--- src/rtl/evcmp_pkg.sv ---
package evcmp_pkg;

  typedef enum logic [1:0] {
    CLR_HOLD = 2'b00,
    CLR_FREE = 2'b01,
    CLR_EXT  = 2'b10,
    CLR_CMPB = 2'b11
  } clr_mode_e;

  typedef enum logic [1:0] {
    TRG_OWN    = 2'b00,
    TRG_OFF    = 2'b01,
    TRG_OWN_CI = 2'b10,
    TRG_ANY    = 2'b11
  } trg_e;

  localparam logic [1:0] SEL_CMPA  = 2'd0;
  localparam logic [1:0] SEL_CMPB  = 2'd1;
  localparam logic [1:0] SEL_CTL   = 2'd2;
  localparam logic [1:0] SEL_OMODE = 2'd3;

endpackage

--- src/rtl/evcmp_fall.sv ---
module evcmp_fall (
  input  logic clk,
  input  logic rst_n,
  input  logic din,
  output logic fall
);
  logic s1_q, s2_q, prev_q;

  always_ff @(posedge clk or negedge rst_n) begin
    if (!rst_n) begin
      s1_q   <= 1'b0;
      s2_q   <= 1'b0;
      prev_q <= 1'b0;
    end else begin
      s1_q   <= din;
      s2_q   <= s1_q;
      prev_q <= s2_q;
    end
  end

  assign fall = prev_q & ~s2_q;
endmodule

--- src/rtl/evcmp_core.sv ---
module evcmp_core
  import evcmp_pkg::*;
#(
  parameter int CNT_W    = 16,
  parameter int PRESCALE = 12
) (
  input  logic             clk,
  input  logic             rst_n,
  input  clr_mode_e        clr_mode,
  input  logic [CNT_W-1:0] cmp_a,
  input  logic [CNT_W-1:0] cmp_b,
  input  logic             ext_clr,
  input  logic [2:0]       flag_clr,
  output logic [CNT_W-1:0] cnt,
  output logic             match_a,
  output logic             match_b,
  output logic [2:0]       flags
);
  localparam int PRE_W = (PRESCALE > 2) ? $clog2(PRESCALE) : 1;
  localparam logic [PRE_W-1:0] PRE_LAST = PRE_W'(PRESCALE - 1);

  logic [PRE_W-1:0] pre_q, pre_d;
  logic [CNT_W-1:0] cnt_q, cnt_d, inc;
  logic [2:0]       flag_q, flag_d, flag_set;
  logic             tick;

  always_comb begin
    tick    = (clr_mode != CLR_HOLD) && (pre_q == PRE_LAST);
    inc     = cnt_q + CNT_W'(1);
    match_a = tick && (inc == cmp_a);
    match_b = tick && (inc == cmp_b);

    if (clr_mode == CLR_HOLD) pre_d = '0;
    else if (tick)            pre_d = '0;
    else                      pre_d = pre_q + PRE_W'(1);

    cnt_d = cnt_q;
    unique case (clr_mode)
      CLR_HOLD: cnt_d = '0;
      CLR_FREE: if (tick) cnt_d = inc;
      CLR_EXT: begin
        if (ext_clr)   cnt_d = '0;
        else if (tick) cnt_d = inc;
      end
      CLR_CMPB: if (tick) cnt_d = match_b ? '0 : inc;
      default:  cnt_d = cnt_q;
    endcase

    flag_set[0] = match_a;
    flag_set[1] = match_b;
    flag_set[2] = tick && (clr_mode == CLR_FREE) && (inc == '0);
    flag_d      = (flag_q & ~flag_clr) | flag_set;
  end

  always_ff @(posedge clk or negedge rst_n) begin
    if (!rst_n) begin
      pre_q  <= '0;
      cnt_q  <= '0;
      flag_q <= '0;
    end else begin
      pre_q  <= pre_d;
      cnt_q  <= cnt_d;
      flag_q <= flag_d;
    end
  end

  assign cnt   = cnt_q;
  assign flags = flag_q;

  a_r1_step_or_zero: assert property (@(posedge clk) disable iff (!rst_n)
    (cnt_q != $past(cnt_q)) |-> ((cnt_q == $past(cnt_q) + CNT_W'(1)) || (cnt_q == '0)));

  a_r4_hold_zero: assert property (@(posedge clk) disable iff (!rst_n)
    (clr_mode == CLR_HOLD) |=> (cnt_q == '0));

  a_r2_flag_sticky: assert property (@(posedge clk) disable iff (!rst_n)
    (flag_q[0] && !flag_clr[0]) |=> flag_q[0]);

  a_r4_wrap_at_zero: assert property (@(posedge clk) disable iff (!rst_n)
    $rose(flag_q[2]) |-> (cnt_q == '0));
endmodule

--- src/rtl/evcmp_pin.sv ---
module evcmp_pin (
  input  logic clk,
  input  logic rst_n,
  input  logic evt,
  input  logic wr,
  input  logic cmd_out,
  input  logic inv_new,
  input  logic cmd_clr,
  input  logic cmd_set,
  output logic pin
);
  logic lvl_q, lvl_d, pin_q, pin_d, inv_q, inv_d;

  always_comb begin
    lvl_d = lvl_q;
    pin_d = pin_q;
    inv_d = inv_q;
    if (evt) begin
      pin_d = lvl_q;
      if (inv_q) lvl_d = ~lvl_q;
    end
    if (wr) begin
      inv_d = inv_new;
      if (cmd_clr && !cmd_set)      lvl_d = 1'b0;
      else if (cmd_set && !cmd_clr) lvl_d = 1'b1;
      if (cmd_out) begin
        pin_d = lvl_d;
        if (inv_new) lvl_d = ~lvl_d;
      end
    end
  end

  always_ff @(posedge clk or negedge rst_n) begin
    if (!rst_n) begin
      lvl_q <= 1'b0;
      pin_q <= 1'b0;
      inv_q <= 1'b0;
    end else begin
      lvl_q <= lvl_d;
      pin_q <= pin_d;
      inv_q <= inv_d;
    end
  end

  assign pin = pin_q;

  a_r9_pin_needs_event: assert property (@(posedge clk) disable iff (!rst_n)
    (!evt && !wr) |=> $stable(pin_q));
endmodule

--- src/rtl/evcmp_top.sv ---
module evcmp_top
  import evcmp_pkg::*;
#(
  parameter int CNT_W    = 16,
  parameter int PRESCALE = 12,
  parameter int BUS_W    = 16
) (
  input  logic             clk,
  input  logic             rst_n,
  input  logic             wr_en,
  input  logic [1:0]       wr_sel,
  input  logic [BUS_W-1:0] wr_data,
  input  logic [2:0]       flag_clr,
  input  logic             ext_ci,
  input  logic             ext_to,
  output logic [CNT_W-1:0] evt_count,
  output logic             pin_a,
  output logic             pin_b,
  output logic             flag_cmp_a,
  output logic             flag_cmp_b,
  output logic             flag_wrap
);
  localparam int NCH = 2;

  logic [1:0]       rst_pipe;
  logic             rst_sync;
  logic [CNT_W-1:0] cmp_a_q, cmp_a_d, cmp_b_q, cmp_b_d;
  logic [7:2]       ctl_q, ctl_d;
  logic             om_wr;
  logic             ci_fall, to_fall;
  logic             match_a, match_b;
  logic [2:0]       flags;
  logic [NCH-1:0]   pins;

  always_ff @(posedge clk or negedge rst_n) begin
    if (!rst_n) rst_pipe <= 2'b00;
    else        rst_pipe <= {rst_pipe[0], 1'b1};
  end
  assign rst_sync = rst_pipe[1];

  always_comb begin
    cmp_a_d = cmp_a_q;
    cmp_b_d = cmp_b_q;
    ctl_d   = ctl_q;
    if (wr_en) begin
      unique case (wr_sel)
        SEL_CMPA: cmp_a_d = wr_data[CNT_W-1:0];
        SEL_CMPB: cmp_b_d = wr_data[CNT_W-1:0];
        SEL_CTL:  ctl_d   = wr_data[7:2];
        default:  ;
      endcase
    end
  end
  assign om_wr = wr_en && (wr_sel == SEL_OMODE);

  always_ff @(posedge clk or negedge rst_sync) begin
    if (!rst_sync) begin
      cmp_a_q <= '0;
      cmp_b_q <= '0;
      ctl_q   <= '0;
    end else begin
      cmp_a_q <= cmp_a_d;
      cmp_b_q <= cmp_b_d;
      ctl_q   <= ctl_d;
    end
  end

  evcmp_fall u_ci_fall (.clk(clk), .rst_n(rst_sync), .din(ext_ci), .fall(ci_fall));
  evcmp_fall u_to_fall (.clk(clk), .rst_n(rst_sync), .din(ext_to), .fall(to_fall));

  evcmp_core #(.CNT_W(CNT_W), .PRESCALE(PRESCALE)) u_core (
    .clk      (clk),
    .rst_n    (rst_sync),
    .clr_mode (clr_mode_e'(ctl_q[3:2])),
    .cmp_a    (cmp_a_q),
    .cmp_b    (cmp_b_q),
    .ext_clr  (ci_fall | to_fall),
    .flag_clr (flag_clr),
    .cnt      (evt_count),
    .match_a  (match_a),
    .match_b  (match_b),
    .flags    (flags)
  );

  for (genvar ch = 0; ch < NCH; ch++) begin : g_chan
    trg_e code;
    logic own_m, trig;
    assign code  = trg_e'(ctl_q[4+2*ch +: 2]);
    assign own_m = (ch == 0) ? match_a : match_b;
    always_comb begin
      unique case (code)
        TRG_OWN:    trig = own_m;
        TRG_OFF:    trig = 1'b0;
        TRG_OWN_CI: trig = own_m | ci_fall;
        TRG_ANY:    trig = match_a | match_b;
        default:    trig = 1'b0;
      endcase
    end
    evcmp_pin u_pin (
      .clk     (clk),
      .rst_n   (rst_sync),
      .evt     (trig),
      .wr      (om_wr),
      .cmd_out (wr_data[4*ch]),
      .inv_new (wr_data[4*ch+1]),
      .cmd_clr (wr_data[4*ch+2]),
      .cmd_set (wr_data[4*ch+3]),
      .pin     (pins[ch])
    );
  end

  assign pin_a      = pins[0];
  assign pin_b      = pins[1];
  assign flag_cmp_a = flags[0];
  assign flag_cmp_b = flags[1];
  assign flag_wrap  = flags[2];
endmodule

--- config.mk ---
export PLATFORM = sky130hd
export DESIGN_NAME = evcmp_top
export DESIGN_NICKNAME = d
export VERILOG_FILES = /design/src/rtl/evcmp_pkg.sv /design/src/rtl/evcmp_fall.sv /design/src/rtl/evcmp_core.sv /design/src/rtl/evcmp_pin.sv /design/src/rtl/evcmp_top.sv
export SDC_FILE = /design/constraint.sdc
export NUM_CORES = 1
export LEC_CHECK = 0
export BUFFER_PORTS_ARGS = -buffer_cell sky130_fd_sc_hd__buf_2
export CORE_MARGIN = 10
export CORE_UTILIZATION = 40
export CTS_CLUSTER_DIAMETER = 80
export DETAILED_ROUTE_END_ITERATION = 6
export HOLD_SLACK_MARGIN = 0.03
export MAX_ROUTING_LAYER = met4
export PLACE_DENSITY = 0.66
export REMOVE_ABC_BUFFERS = 1
export SYNTH_ARGS = -nofsm -noshare
export SYNTH_HDL_FRONTEND = slang
export SYNTH_SLANG_ARGS = --single-unit
export TNS_END_PERCENT = 30
--- constraint.sdc ---
create_clock -name clk -period 6 [get_ports clk]
set_clock_uncertainty 0.15 [all_clocks]
set_input_delay 1.2 -clock clk [delete_from_list [all_inputs] [get_ports clk]]
set_output_delay 1.2 -clock clk [all_outputs]
set_load 0.02 [all_outputs]
==> results_dict.tcl, run 1 <==
set metrics [dict create \
    postSynthCellCount 494 \
    area_delta_synth_final_pct 13.4 \
    drive_gt1_share_pct 22.5 \
    cp.arrival_ps 4790 \
    final_area_mm2 0.00537 \
    critPathMaxStageDelay_ps 780 \
    antenna_left 0 \
    die_area_mm2 0.0166 \
    crit_chain "nand4_1 -> or4_1 -> and3_1 -> or4b_1 -> or4_1 -> o2bb2a_4 -> a211oi_2 -> xor2_1 -> a21oi_1 -> a211oi_1" \
    port_buffers 46 \
    synth_cell_types 70 \
    cp_max_fo 24 \
    dr.first_iter.drc_count 455 \
    cts.sinks 75 \
    wl_per_cell_um 20.1 \
    final_common_cell "dfrtp_1" \
    setup_tns_ps 0 \
    status "completed" \
    min_period_ps 4700 \
    slew_violations 0 \
    cts_hold_buffers 0 \
    htree_levels 3 \
    path_common_cell "or4_1" \
    sw_frac_of_total_pct 30.1 \
    place_area_mm2 0.00505 \
    layout.cells.non_filler 672 \
    p_leak_nw 2.25 \
    yosys_warnings 0 \
    place_inst 657 \
    synth_seq_area_share_pct 39.6 \
    post_synth.cell_area_avg_um2 9.58 \
    fillerInstances 1137 \
    yosys.area.top_type "dfrtp_1" \
    vdd_drop_max_mv 0.146 \
    seq_power_share_pct 42.4 \
    grt_overflow_total 0 \
    n_antenna_cell 0 \
    vias 4023 \
    avgViaCountPerCell 5.99 \
    cts_setup_buffers 0 \
    final_core_util_pct 46.6 \
    p_switching_mw 0.484 \
    pwr-share-comb_pct 21.5 \
    cts_made_buffers 9 \
    crit_type "flop to flop" \
    clockBufferDepth 2 \
    synth_top_area_share_pct 39.6 \
    critical-path-slowest-cell "dfrtp_1" \
    setup_slack_ps 1300 \
    grt_pass1_vias 3984 \
    synthTopCellsByArea "dfrtp_1, mux2_2, xnor2_1" \
    synth_area_mm2 0.00473 \
    p_int_mw 1.13 \
    floorplan.rows 39 \
    chipWidth_um 129 \
    wl_um 13500 \
    power_density_mw_per_mm2 300 \
    setup_viol 0 \
    die_y_um 129 \
    end_kind "flop" \
    antenna_found_initial 0 \
    cts_root_buffer "clkbuf_16" \
    worstPathRequired_ps 6090 \
    hold_ws_ps 196 \
    grt_pass1_wl_um 21600 \
    io_pins 47 \
    grt_usage_pct 17.1 \
    gp_congestion 0.986 \
    rsz0062_at_grt "no" \
    final_cell_mix "dfrtp_1, buf_2, mux2_2" \
    clk_pin_slew_worst_paths_ps 60 \
    initial_core_util_pct 41.1 \
    max-cap-violations 0 \
    async_reset_ff_share_pct 100 \
    drt-pass1-iter-count 5 \
    drc 0 \
    worst_slew_pin_slew_ps 977 \
    fin_nets 554 \
    p_clk_share_pct 36.1 \
    ys_ff_latch 75 \
    post_cts_resized 0 \
    total_power_mw 1.61 \
    hold_viol 0 \
    clock.fmax_ghz 0.213 \
    pre_cts_slack_ps 1430 \
    hold_path.class "flop to flop" \
    clk_latency_ps 340 \
    cts_tree "done" \
    min_period_over_period_pct 78.4 \
    relSlewSlack_pct 34.7 \
    core_area_mm2 0.0115 \
    synth_edf_count 0 \
    crit_path_start_kind "flop" \
    dpl.hpwl_um 10100 \
    ys.flop_type "dfrtp_1" \
    grt_max_degree 74 \
]
[Yosys cell counts (all sizes together) (2+ instances only)]
| library cell | number |
|---|---|
| clkbuf | 14 |
| nor4 | 10 |
| a221oi | 2 |
| o21a | 2 |
| nand3b | 6 |
| a211oi | 5 |
| a21o | 2 |
| a2111oi | 3 |
| xnor3 | 2 |
| xor2 | 15 |
| dfrtp | 75 |
| nand2b | 7 |
| a211o | 2 |
| buf | 15 |
| nor2b | 10 |
| xnor2 | 24 |
| a21oi | 22 |
| nand3 | 15 |
| nor3b | 8 |
| o41ai | 2 |
| inv | 13 |
| o21ai | 39 |
| and3 | 8 |
| o211ai | 3 |
| nand2 | 32 |
| nor2 | 34 |
| mux2 | 38 |
| o22ai | 5 |
| nand4 | 15 |
| or3 | 4 |
| a22o | 2 |
| ha | 3 |
| mux2i | 3 |
| o31ai | 5 |
| a31oi | 4 |
| or4 | 5 |
| nor3 | 17 |
| and2 | 2 |
[cell type report]
type / instances / area, um2 / area share [%]
clock buffers: 10 / 239 / 4.45
clock inverters: 5 / 77.6 / 1.44
inverters: 13 / 48.8 / 0.909
multi-input cells: 377 / 2690 / 50.1
flip-flops and latches: 75 / 1880 / 35.0
well taps: 143 / 179 / 3.33
repair buffers: 49 / 253 / 4.71
[power groups by stage]
stage	Sequential, mW	Combinational (mW)	Clock, mW
after detailed placement	0.693	0.341	0
after global routing	0.699	0.382	0.609
after CTS	0.684	0.345	0.592
after floorplan	0.675	0.245	0
after global placement	0.689	0.335	0
final	0.683	0.346	0.580
[registers in the layout, summed over array words and instances, names as in the netlist, 2 cells and up]
| signal | flops |
|---|---|
| u_core.pre_q | 4 |
| cmp_a_q | 16 |
| rst_pipe | 2 |
| g_chan.u_pin.pin | 2 |
| cmp_b_q | 16 |
| g_chan.u_pin.lvl_q | 2 |
| ctl_q | 6 |
| g_chan.u_pin.inv_q | 2 |
| u_core.flags | 3 |
| u_core.cnt | 16 |
[cells by family after synthesis]
kind of cell             synth area share, %
other                                 0.0792
multiplexers                            9.67
XOR/XNOR                                8.17
flip-flops                              39.6
adder cells (fa/ha/maj)                 1.03
AND/OR/NAND/NOR                         21.8
buffers and inverters                   3.75
AO/OA/AOI/OAI                           15.8
[layer usage]
metal | GRT usage [%] | vias up | part of all wire (%)
met5 | - | - | 0
met4 | 7.56 | 0 | 2.5
met3 | 2.79 | 23 | 6.5
met2 | 25.0 | 154 | 45
met1 | 22.7 | 1956 | 46
li1 | - | 1890 | -
[critical path: cells and delay by family, from the launching register on]
family	cells	cell delay, ps
AO/OA/AOI/OAI	4	770
AND/OR/NAND/NOR	5	2620
flip-flops	1	780
XOR/XNOR	1	280
[final timing paths]
check / endpoint / slack [ps] / start / cells after the start
min reg2reg: u_ci_fall.s2_q$_DFF_PN0_ / 200 / u_ci_fall.s1_q$_DFF_PN0_ / 0
max: g_chan[1].u_pin.lvl_q$_DFF_PN0_ / 1300 / u_core.cnt[3]$_DFFE_PN0P_ / 10
min: u_ci_fall.s2_q$_DFF_PN0_ / 200 / u_ci_fall.s1_q$_DFF_PN0_ / 0
max in group asynchronous: cmp_a_q[3]$_DFFE_PN0P_ / 4770 / rst_pipe[1]$_DFF_PN0_ / 0
min in group asynchronous: cmp_a_q[10]$_DFFE_PN0P_ / 330 / rst_pipe[1]$_DFF_PN0_ / 0
max reg2reg: g_chan[1].u_pin.lvl_q$_DFF_PN0_ / 1300 / u_core.cnt[3]$_DFFE_PN0P_ / 10
(Power assumes the default switching activity.)
==> run 2, diff against run 1 <==
--- a/config.mk
+++ b/config.mk
@@ -12,7 +12,7 @@
 export DETAILED_ROUTE_END_ITERATION = 6
 export HOLD_SLACK_MARGIN = 0.03
 export MAX_ROUTING_LAYER = met4
-export PLACE_DENSITY = 0.66
+export PLACE_DENSITY = 0.68
 export REMOVE_ABC_BUFFERS = 1
 export SYNTH_ARGS = -nofsm -noshare
 export SYNTH_HDL_FRONTEND = slang
==> constraint.sdc (replaced) <==
create_clock -name clk -period 4.19 [get_ports clk]
set_clock_uncertainty 0.15 [all_clocks]
set_input_delay 0.838 -clock clk [delete_from_list [all_inputs] [get_ports clk]]
set_output_delay 0.838 -clock clk [all_outputs]
set_load 0.02 [all_outputs]
==> results_dict.tcl, run 2 (same netlist as run 1, synthesis figures left out) <==
set metrics [dict create \
    hold_path.class "input port to async pin" \
    min_period_ps 3990 \
    drc 0 \
    avgViaCountPerCell 5.96 \
    cts.sinks 75 \
    max-cap-violations 0 \
    crit_type "flop to flop" \
    clockBufferDepth 2 \
    setup_tns_ps 0 \
    grt_overflow_total 0 \
    total_power_mw 2.30 \
    dpl.hpwl_um 10700 \
    setup_viol 0 \
    grt_pass1_vias 4038 \
    port_buffers 46 \
    seq_power_share_pct 42.2 \
    hold_viol 0 \
    grt_pass1_wl_um 22400 \
    dr.first_iter.drc_count 389 \
    area_delta_synth_final_pct 16.6 \
    n_antenna_cell 0 \
    final_core_util_pct 48.0 \
    cts_root_buffer "clkbuf_16" \
    die_area_mm2 0.0166 \
    sw_frac_of_total_pct 30.6 \
    cts_tree "done" \
    cts_setup_buffers 0 \
    power_density_mw_per_mm2 417 \
    gp_congestion 0.951 \
    antenna_left 0 \
    clk_pin_slew_worst_paths_ps 60 \
    worst_slew_pin_slew_ps 998 \
    htree_levels 3 \
    io_pins 47 \
    clk_latency_ps 340 \
    p_clk_share_pct 35.3 \
    core_area_mm2 0.0115 \
    slew_violations 0 \
    cp_max_fo 8 \
    wl_um 14200 \
    min_period_over_period_pct 95.2 \
    cts_made_buffers 9 \
    p_leak_nw 2.35 \
    grt_usage_pct 17.9 \
    final_common_cell "dfrtp_1" \
    end_kind "flop" \
    pwr-share-comb_pct 22.4 \
    vias 4133 \
    p_int_mw 1.60 \
    antenna_found_initial 0 \
    final_cell_mix "dfrtp_1, buf_2, mux2_2" \
    fin_nets 575 \
    drt-pass1-iter-count 5 \
    chipWidth_um 129 \
    rsz0062_at_grt "no" \
    drive_gt1_share_pct 25.6 \
    status "completed" \
    cp.arrival_ps 4070 \
    vdd_drop_max_mv 0.233 \
    relSlewSlack_pct 33.0 \
    worstPathRequired_ps 4270 \
    die_y_um 129 \
    hold_ws_ps 120 \
    clock.fmax_ghz 0.251 \
    wl_per_cell_um 20.4 \
    grt_max_degree 74 \
    p_switching_mw 0.704 \
    crit_path_start_kind "flop" \
    initial_core_util_pct 41.1 \
    floorplan.rows 39 \
]
[run 2: worst max-delay path, cell delays in order (launching register included)]
cell and delay, ps:
dfrtp_1 450, ha_2 340, nand3_2 140, or4_1 480, and3_1 220, or4b_1 510
or4_1 520, o2bb2a_4 230, a211oi_2 230, xor2_1 290, a21oi_1 80, a211oi_1 240
[run 2: layout make-up]
type / count / area, um2
clock buffer: 13 / 270
clock inverter: 3 / 46.3
fill: 1122 / 5990
inverter: 13 / 48.8
multi-input combinational: 377 / 2690
sequential: 75 / 1880
tap: 143 / 179
timing repair buffer: 70 / 410
[run 2: worst paths after layout]
kind	from	endpoint	slack, ps	cells past startpoint
min	rst_n	rst_pipe[1]$_DFF_PN0_	120	1
min in group clk	u_to_fall.s1_q$_DFF_PN0_	u_to_fall.s2_q$_DFF_PN0_	200	0
max reg2reg	u_core.cnt[1]$_DFFE_PN0P_	g_chan[1].u_pin.lvl_q$_DFF_PN0_	200	11
max in group asynchronous	rst_pipe[1]$_DFF_PN0_	u_core.pre_q[2]$_DFF_PN0_	2940	0
min reg2reg	u_to_fall.s1_q$_DFF_PN0_	u_to_fall.s2_q$_DFF_PN0_	200	0
max	u_core.cnt[1]$_DFFE_PN0P_	g_chan[1].u_pin.lvl_q$_DFF_PN0_	200	11
[run 2: power groups by stage]
stage / clock, mW / combinational, mW / sequential [mW]
final: 0.814 / 0.517 / 0.973
after global routing: 0.865 / 0.570 / 0.990
after CTS: 0.828 / 0.517 / 0.971
after detailed placement: 0 / 0.512 / 0.984
after global placement: 0 / 0.497 / 0.976
after floorplan: 0 / 0.351 / 0.967
[run 2: metal layers]
| metal | part of all wire, % | GRT usage (%) |
|---|---|---|
| met1 | 47 | 24.2 |
| met2 | 45 | 26.1 |
| met3 | 5.3 | 3.00 |
| met4 | 2.4 | 7.16 |
| met5 | 0 | - |
[run 2: through the flow]
| stage | worst slack, ps | area, um2 | cells |
|---|---|---|---|
| after detailed placement | 195 | 5200 | 678 |
| final | 200 | 5520 | 694 |
| after global placement | 351 | 5200 | 678 |
| after global routing | 3.53 | 5520 | 694 |
| after CTS | 153 | 5520 | 694 |
| after floorplan | 123 | 4610 | 465 |
[run 2: repair_timing]
action / in CTS / in global routing
gates resized for setup: 0 / 1
setup endpoints to repair: 0 / 1
hold buffers: 0 / 0
==> run 3, diff against run 2 <==
--- a/config.mk
+++ b/config.mk
@@ -8,6 +8,7 @@
 export BUFFER_PORTS_ARGS = -buffer_cell sky130_fd_sc_hd__buf_2
 export CORE_MARGIN = 10
 export CORE_UTILIZATION = 40
+export CTS_BUF_LIST = sky130_fd_sc_hd__clkbuf_8
 export CTS_CLUSTER_DIAMETER = 80
 export DETAILED_ROUTE_END_ITERATION = 6
 export HOLD_SLACK_MARGIN = 0.03
==> results_dict.tcl, run 3 (same netlist as run 1, synthesis figures left out) <==
set metrics [dict create \
    seq_power_share_pct 46.5 \
    place_inst 678 \
    final_cell_mix "dfrtp_1, buf_2, mux2_2" \
    cts_hold_buffers 0 \
    clk_latency_ps 350 \
    critPathMaxStageDelay_ps 520 \
    grt_usage_pct 17.8 \
    cts_root_buffer "clkbuf_8" \
    die_y_um 129 \
    drt-pass1-iter-count 5 \
    r2r-start "u_core.cnt[1]$_DFFE_PN0P_" \
    power_density_mw_per_mm2 385 \
    crit_type "flop to flop" \
    drc 0 \
    min_period_over_period_pct 95.5 \
    post_cts_resized 0 \
    area_delta_synth_final_pct 14.5 \
    setup_viol 0 \
    wl_per_cell_um 20.4 \
    avgViaCountPerCell 5.98 \
    worstPathRequired_ps 4290 \
    crit_path_start_kind "flop" \
    setup_tns_ps 0 \
    rsz0062_at_grt "no" \
    antenna_left 0 \
    p_int_mw 1.41 \
    htree_levels 3 \
    clockBufferDepth 2 \
    grt_max_degree 74 \
    cts_made_buffers 9 \
    grt_pass1_wl_um 22300 \
    p_leak_nw 2.31 \
    cp.arrival_ps 4100 \
    sw_frac_of_total_pct 32.5 \
    grt_pass1_vias 4007 \
    drive_gt1_share_pct 25.6 \
    critPathBufInv 0 \
    cts.sinks 75 \
    grt_overflow_total 0 \
    final_common_cell "dfrtp_1" \
    antenna_found_initial 0 \
    critical-path-slowest-cell "or4_1" \
    crit_chain "ha_2 -> nand3_2 -> or4_1 -> and3_1 -> or4b_1 -> or4_1 -> o2bb2a_4 -> a211oi_2 -> xor2_1 -> a21oi_1 -> a211oi_1" \
    crit_family "simple AND/OR/NAND/NOR gates" \
    port_buffers 46 \
    hold_path.class "input port to async pin" \
    min_period_ps 4000 \
    floorplan.rows 39 \
    dpl.hpwl_um 10700 \
    p_clk_share_pct 28.8 \
    cts_setup_buffers 0 \
    fin_nets 575 \
    cts_tree "done" \
    io_pins 47 \
    p_switching_mw 0.679 \
    status "completed" \
    gp_congestion 0.951 \
    initial_core_util_pct 41.1 \
    total_power_mw 2.09 \
    pwr-share-comb_pct 24.7 \
    clk_pin_slew_worst_paths_ps 80 \
    n_antenna_cell 0 \
    chipWidth_um 129 \
    fillerInstances 1124 \
    layout.cells.non_filler 694 \
    relSlewSlack_pct 33.5 \
    end_kind "flop" \
    vdd_drop_max_mv 0.183 \
    cp_max_fo 8 \
    die_area_mm2 0.0166 \
    worst_slew_pin_slew_ps 992 \
    path_common_cell "or4_1" \
    vias 4149 \
    slew_violations 0 \
    core_area_mm2 0.0115 \
    wl_um 14200 \
    clock.fmax_ghz 0.250 \
    startpoint "u_core.cnt[1]$_DFFE_PN0P_" \
    dr.first_iter.drc_count 372 \
    hold_viol 0 \
    max-cap-violations 0 \
]
run 3: cell types whose count changed in the layout (fill, tap and decap cells not counted), sizes merged:
cell / previous run / this run
clkbuf: 13 / 12
inv: 13 / 14
run 3: worst register-to-register path: stages (launching register included):
cell      delay (ps)
dfrtp_1          450
ha_2             340
nand3_2          150
or4_1            480
and3_1           230
or4b_1           510
or4_1            520
o2bb2a_4         230
a211oi_2         230
xor2_1           290
a21oi_1           80
a211oi_1         240
run 3: per-stage QoR:
stage / utilization, % / setup slack (ps) / hold slack [ps] / cell area [um2]
global placement: 45.2 / 351 / 184 / 5200
global route: 47.1 / 4.96 / 75.0 / 5420
detailed placement: 45.2 / 195 / 190 / 5200
floorplan: - / 123 / 181 / 4610
CTS: 47.1 / 161 / 74.3 / 5420
finish: 47.1 / 188 / 100 / 5420
run 3: area by class of cell:
type	instances	area, um2	share of cell area, %
clock buffers	12	165	3.05
clock inverters	4	50.0	0.923
inverters	13	48.8	0.900
multi-input cells	377	2690	49.6
flip-flops and latches	75	1880	34.7
well taps	143	179	3.30
repair buffers	70	410	7.57
run 3: path summary, 6_finish.rpt:
| path | cells past startpoint | to | slack [ps] |
|---|---|---|---|
| min in group clk | 0 | u_to_fall.s2_q$_DFF_PN0_ | 210 |
| max in group asynchronous | 0 | u_core.pre_q[2]$_DFF_PN0_ | 2940 |
| worst min-delay path | 1 | rst_pipe[1]$_DFF_PN0_ | 100 |
| worst min register to register | 0 | u_to_fall.s2_q$_DFF_PN0_ | 210 |
| worst max-delay path | 11 | g_chan[1].u_pin.lvl_q$_DFF_PN0_ | 190 |
| worst max register to register | 11 | g_chan[1].u_pin.lvl_q$_DFF_PN0_ | 190 |
run 3: power by group through the flow:
stage                     sequential [mW]  combinational (mW)  clock (mW)
final                               0.972               0.516       0.601
after global routing                0.989               0.568       0.652
after CTS                           0.970               0.516       0.617
after detailed placement            0.984               0.512           0
after global placement              0.976               0.497           0
after floorplan                     0.967               0.351           0
run 3: per-layer routing:
metal  global-route usage [%]  part of all wire (%)  vias up  routed length [um]
li1                         -                     -     1908                   -
met1                     24.0                    46     2068                6540
met2                     26.2                    45      144                6420
met3                     3.20                   6.1       29                 868
met4                     6.76                   2.3        0                 321
met5                        -                     0        -                   0
